<file path="config.mk">
export PLATFORM = sky130hd
export DESIGN_NAME = xret_status_unit
export DESIGN_NICKNAME = d
export VERILOG_FILES = /design/src/rtl/xret_pkg.sv /design/src/rtl/xret_cmd_dec.sv /design/src/rtl/xret_stat_calc.sv /design/src/rtl/xret_stack_sel.sv /design/src/rtl/xret_status_unit.sv
export SDC_FILE = /design/constraint.sdc
export NUM_CORES = 1
export LEC_CHECK = 0
export BUFFER_PORTS_ARGS = -buffer_cell sky130_fd_sc_hd__buf_2
export CORE_UTILIZATION = 35
export CTS_CLUSTER_SIZE = 20
export DETAILED_ROUTE_END_ITERATION = 12
export PLACE_DENSITY_LB_ADDON = 0.2
export SLEW_MARGIN = 40
export SYNTH_ARGS = -nofsm -noshare
export SYNTH_HDL_FRONTEND = slang
export SYNTH_HIERARCHICAL = 1
export SYNTH_SLANG_ARGS = --single-unit
</file>
<file path="constraint.sdc">
create_clock -name clk -period 1.45 [get_ports clk]
set_input_delay 0.0725 -clock clk [delete_from_list [all_inputs] [get_ports clk]]
set_output_delay 0.0725 -clock clk [all_outputs]
set_load 0.05 [all_outputs]
</file>
<file path="src/rtl/xret_pkg.sv">
package xret_pkg;

    localparam int WORD_W  = 32;
    localparam int KEEP_W  = 2;
    localparam int FIELD_W = 28;
    localparam int SHIFT   = 10;
    localparam int U_POS   = 6;
    localparam int P_POS   = 7;
    localparam int R_POS   = 8;
    localparam int M_POS   = 10;

    localparam logic [WORD_W-1:0] FIELD_MASK = (WORD_W'(1) << FIELD_W) - WORD_W'(1);
    localparam logic [WORD_W-1:0] KEEP_MASK  = ~((WORD_W'(1) << (WORD_W - KEEP_W)) - WORD_W'(1));

    typedef logic [WORD_W-1:0] word_t;

    typedef enum logic [1:0] {
        OP_NONE = 2'b00,
        OP_RFE  = 2'b01,
        OP_RFN  = 2'b10
    } ret_op_e;

    typedef struct packed {
        word_t stat;
        word_t sp;
        word_t ksp;
    } ret_state_t;

    function automatic word_t pop_flags(input word_t s);
        return (s & KEEP_MASK) | ((s & FIELD_MASK) >> SHIFT);
    endfunction

endpackage

</file>
<file path="src/rtl/xret_cmd_dec.sv">
module xret_cmd_dec
    import xret_pkg::*;
(
    input  logic [1:0] cmd,
    output ret_op_e    op,
    output logic       active
);
    always_comb begin
        unique case (cmd)
            2'b01:   op = OP_RFE;
            2'b10:   op = OP_RFN;
            default: op = OP_NONE;
        endcase
        active = (op != OP_NONE);
    end
endmodule

</file>
<file path="src/rtl/xret_stat_calc.sv">
module xret_stat_calc
    import xret_pkg::*;
(
    input  ret_op_e op,
    input  word_t   stat_in,
    output word_t   stat_nx,
    output logic    user_nx
);
    word_t popped;
    logic  set_p;
    logic  set_m;

    always_comb begin
        popped = pop_flags(stat_in);
        set_p  = ~stat_in[R_POS];
        set_m  = (op == OP_RFN);
    end

    for (genvar i = 0; i < WORD_W; i++) begin : g_bit
        if (i == P_POS) begin : g_p
            assign stat_nx[i] = popped[i] | set_p;
        end else if (i == M_POS) begin : g_m
            assign stat_nx[i] = popped[i] | set_m;
        end else begin : g_pass
            assign stat_nx[i] = popped[i];
        end
    end

    assign user_nx = stat_nx[U_POS];
endmodule

</file>
<file path="src/rtl/xret_stack_sel.sv">
module xret_stack_sel
    import xret_pkg::*;
(
    input  logic  user_nx,
    input  word_t sp_in,
    input  word_t usp_in,
    input  word_t ksp_q,
    output word_t sp_nx,
    output word_t ksp_nx
);
    always_comb begin
        if (user_nx) begin
            sp_nx  = usp_in;
            ksp_nx = sp_in;
        end else begin
            sp_nx  = sp_in;
            ksp_nx = ksp_q;
        end
    end
endmodule

</file>
<file path="src/rtl/xret_status_unit.sv">
module xret_status_unit
    import xret_pkg::*;
(
    input  logic        clk,
    input  logic        rst,
    input  logic [1:0]  cmd,
    input  logic [31:0] stat_in,
    input  logic [31:0] sp_in,
    input  logic [31:0] usp_in,
    output logic [31:0] stat_out,
    output logic [31:0] sp_out,
    output logic [31:0] ksp_out
);
    ret_op_e    op;
    logic       active;
    logic       user_nx;
    ret_state_t st_q;
    ret_state_t st_d;

    xret_cmd_dec u_dec (
        .cmd    (cmd),
        .op     (op),
        .active (active)
    );

    xret_stat_calc u_calc (
        .op      (op),
        .stat_in (stat_in),
        .stat_nx (st_d.stat),
        .user_nx (user_nx)
    );

    xret_stack_sel u_stk (
        .user_nx (user_nx),
        .sp_in   (sp_in),
        .usp_in  (usp_in),
        .ksp_q   (st_q.ksp),
        .sp_nx   (st_d.sp),
        .ksp_nx  (st_d.ksp)
    );

    always_ff @(posedge clk) begin
        if (rst) begin
            st_q <= '0;
        end else if (active) begin
            st_q <= st_d;
        end
    end

    assign stat_out = st_q.stat;
    assign sp_out   = st_q.sp;
    assign ksp_out  = st_q.ksp;
endmodule

</file>
* Yosys cells after proc, flatten, opt, wreduce, memory -nomap -nowiden
Index checks and enable logic that the tools add are counted.
** Cells by class
- Eq/ne operators :: 3
- Mux-type cells :: 2
- Bitwise logic cells :: 4
- Reduce and logical (&&, ||, !) cells :: 2
** Operator list (number)
- 32-bit 2-to-1 mux :: 1
- 32-bit by 18-bit OR with 32-bit output :: 1
- 2-bit equality test, second input constant :: 2
- 2-bit case mux with 2 select lines :: 1
- 2-bit by 1-bit equality test with 1-bit output, second input constant :: 1
- 1-bit OR :: 2
- 2-bit AND reduction :: 1
- 2-bit nonzero test :: 1
- 1-bit NOT :: 1
** Word-level totals
- Register bits after elaboration :: 96
- Input port bits :: 100
- Output and inout port bits :: 96
- Logic and storage cells :: 14

* Longest topological paths before layout
- Word-level depth :: 4
- Gate-level depth with buffers :: 8
- Mapped depth without buffers :: 6

* Hierarchy
The synthesis kept the hierarchy.
** Modules (own cells, without submodules)
- xret_status_unit :: instances 1, cells each 310, area each 3429.5 µm², sequential area each 1921.8 µm²
- xret_stack_sel :: instances 1, cells each 71, area each 1077.3 µm², sequential area each 0.0 µm²
- xret_stat_calc :: instances 1, cells each 35, area each 254.0 µm², sequential area each 0.0 µm²
- xret_cmd_dec :: instances 1, cells each 5, area each 36.3 µm², sequential area each 0.0 µm²

* Least setup slack after synthesis
No wires, ideal clock.
- Kind :: input-to-reg
- From :: input port cmd[0]
- To :: register st_q, in the netlist sp_out[21]
- Library setup time :: 0.128 ns
- Arrival :: 1.054 ns
- Path slack :: 0.268 ns
- Stages :: 8
- Path buffers :: 3
- Path through :: inv_1 -> ha_1 -> inv_1 -> buf_4 -> buf_8 -> buf_12 -> mux2i_1 -> nor2_1
** On the way
- Cells in the longest elaborated chain, start to end :: 3
** Ends and longest elaborated chain
- from (decl) :: RTL line xret_status_unit.sv:6 : input logic [1:0] cmd,
- 2-bit equality test or 2-bit by 1-bit equality test with 1-bit output (tied branches) :: RTL line xret_cmd_dec.sv:9 : unique case (cmd)
- 2-bit case mux with 2 select lines * :: RTL line xret_cmd_dec.sv:9
- 2-bit nonzero test * :: RTL line xret_cmd_dec.sv:14 : active = (op != OP_NONE);
- via active :: RTL line xret_status_unit.sv:15 : logic active;
- to (signal assigned) :: RTL line xret_status_unit.sv:46 : st_q <= st_d;
- to (decl) :: RTL line xret_status_unit.sv:17 : ret_state_t st_q;
Mark *: on every way through the listed nets, which the timed path passes. The rest lies on a longest branch.
A chain may end at the register's enable or synchronous reset.

* Final worst setup path
- From :: register st_q, in the netlist ksp_out[29]
- To :: output port ksp_out[29]
** RTL lines
- to (decl) :: RTL line xret_status_unit.sv:12 : output logic [31:0] ksp_out
No word-level cell between the ends.

==> results_dict.tcl <==
set metrics [dict create \
    critical_path.cell_chain "buf_2" \
    top_layer "met4" \
    start_util_pct 36.1 \
    post_dp_cell_area_mm2 0.00558 \
    cts_buffers 9 \
    finalSetupViolCount 0 \
    cp_data_required_time_ns 1.38 \
    setup.worst_path.end_class "primary output" \
    hpwl_um 6830 \
    internal-power_mw 5.17 \
    wl_met2_um 4320 \
    p_sw_mw 2.40 \
    fin_skew_ns 0 \
    gp_congestion 0.735 \
    fin_area_mm2 0.00608 \
    clkPwrFrac_pct 34.5 \
    synth_flop_cell "dfxtp_1" \
    cap_violations 0 \
    setup_tns_ns 0 \
    core-area_mm2 0.0133 \
    layout.nets 695 \
    max_freq_mhz 946 \
    wl_um 9780 \
    p_comb_share_pct 26.6 \
    n_fill_cell 1292 \
    status "finished clean" \
    path_class "flip-flop to primary output" \
    synth_cell_type_count 17 \
    place.port_buffers 184 \
    synth_common_cells "dfxtp_1, mux2i_1, nor2_1" \
    fp.dieH_um 119 \
    start_kind "flip-flop" \
    grt_pass1_vias 3246 \
    antenna_cells 0 \
    slew_viol_final 0 \
    netlist_instances 421 \
    power_leakage_nw 3.26 \
    cts_setup_buffers 0 \
    clockRootBuffer "clkbuf_16" \
    power.density_mw_per_mm2 1250 \
    crit_buf_inv 1 \
    drive_gt1_share_pct 45.8 \
    ff2ff_setup_slack_ns 0.56 \
    wl_met1_um 4620 \
    clk_pin_slew_ns 0.07 \
    grt_max_degree 39 \
    cp.depth 1 \
    drt_iter0_markers 92 \
    cts_hold_buf 17 \
    max_stage_delay_ns 0.35 \
    syn_area_mm2 0.00480 \
    slowest_stage "dfxtp_1" \
    power_mw 7.58 \
    cts_sinks 96 \
    antenna_found_initial 0 \
    grt_usage_pct 13.9 \
    crit_family "flip-flops" \
    syn2layout_area_growth_pct 26.7 \
    num_rows 42 \
    yosysTopAreaCellShare_pct 40.1 \
    async_reset_ff_share_pct 0 \
    synth_edf_count 0 \
    yosysSeqAreaShare_pct 40.1 \
    hold_class "input pin to flip-flop" \
    clk_path_buf_depth 2 \
    io_pins 196 \
    irDropWorstVdd_uv 591 \
    swShare_pct 31.7 \
    clkLatencyLatePin_ns 0.35 \
    htree_levels 3 \
    post-route-period-util_pct 72.9 \
    ys_warn_count 6 \
    min_path_cells 4 \
    p_seq_share_pct 38.9 \
    synth_top_area_cell "dfxtp_1" \
    drc_errors 0 \
    rsz0062_at_grt "false" \
    syn_area_per_cell_um2 11.4 \
    drtPass1Iterations 4 \
    avgViaCountPerCell 4.38 \
    dieArea_mm2 0.0142 \
    ys_ff_latch 96 \
    grt_first_pass_wirelength_um 15700 \
    cts_tree "built" \
    period_needed_ns 1.06 \
    cts_resized 0 \
    met3_length_um 660 \
    rr_worst_depth 3 \
    drt-wirelength-per-cell_um 12.6 \
    via_count 3392 \
    overflow 0 \
    ys_top_cells_by_area "dfxtp_1, mux2i_1, mux2_4" \
    hold_viol 0 \
    ant_nets 0 \
    path_max_fanout 3 \
    utilization_pct 45.7 \
    dieWidth_um 119 \
    worst_ep_arrival_time_ns 0.98 \
]
[placed cells by master, fill, tap and decap left out, drive strengths merged]
cell type and n:
buf 193, mux2i 96, nor2 96, dfxtp 96
mux2 64, dlygate4sd3 17, conb 12, clkbuf 10
inv 5, bufinv 2, ha 2, clkinv 2
clkinvlp 1, nand2b 1, a21o 1
[per-layer routing]
layer | vias up | track usage [%]
met1 | 1567 | 17.5
met2 | 106 | 21.9
met5 | - | 0
met4 | 0 | 6.88
li1 | 1706 | -
met3 | 13 | 3.64
[cell families after synthesis]
group	Yosys count	synth area share, %
mux	160	39.7
other cells	1	0.0782
flops	96	40.1
buf+inv	64	11.8
fa+ha+maj	2	0.522
simple gates	97	7.64
compound gates	1	0.157
[layout make-up]
cell class / count / area (um2) / share of cell area [%]
sequential: 96 / 1920 / 31.6
multi-input combinational: 272 / 2350 / 38.7
clock inverter: 6 / 90.1 / 1.48
clock buffer: 10 / 239 / 3.93
inverter: 4 / 17.5 / 0.288
timing repair buffer: 210 / 1240 / 20.4
tap: 176 / 220 / 3.62
[final timing paths]
kind,from,to
hold / removal,stat_in[20],stat_out[10]
hold reg to reg,sp_out[1],sp_out[1]
setup / recovery,ksp_out[29],ksp_out[29]
setup reg to reg,ksp_out[24],ksp_out[24]
[stage by stage]
| step | cells | setup slack [ns] | hold WS (ns) |
|---|---|---|---|
| finish | 774 | 0.393 | 0.0553 |
| global route | 774 | 0.344 | 0.0620 |
| CTS | 774 | 0.368 | 0.0445 |
| detailed placement | 741 | 0.113 | 0.318 |
| global placement | 741 | 0.131 | 0.309 |
| floorplan | 432 | 0.268 | 0.277 |
[flip-flops by register name, indices dropped and copies added (netlist names)]
signal    cells
sp_out       32
stat_out     32
ksp_out      32
[power by group through the flow]
stage	clock [mW]	combinational, mW	sequential, mW
5_1_grt	2.80	2.13	2.98
4_1_cts	2.71	2.04	2.95
3_5_place_dp	0	2.00	3.01
6_report	2.61	2.02	2.95
2_1_floorplan	0	0.943	3.72
3_3_place_gp	0	1.98	3.00
[tightest hold or removal path, delay by kind of cell]
kind	cells	cell delay [ns]
simple gates	1	0.08
compound gates	1	0.08
buf+inv	1	0.08
mux	1	0.06
Power figures use the tool's default switching activity.
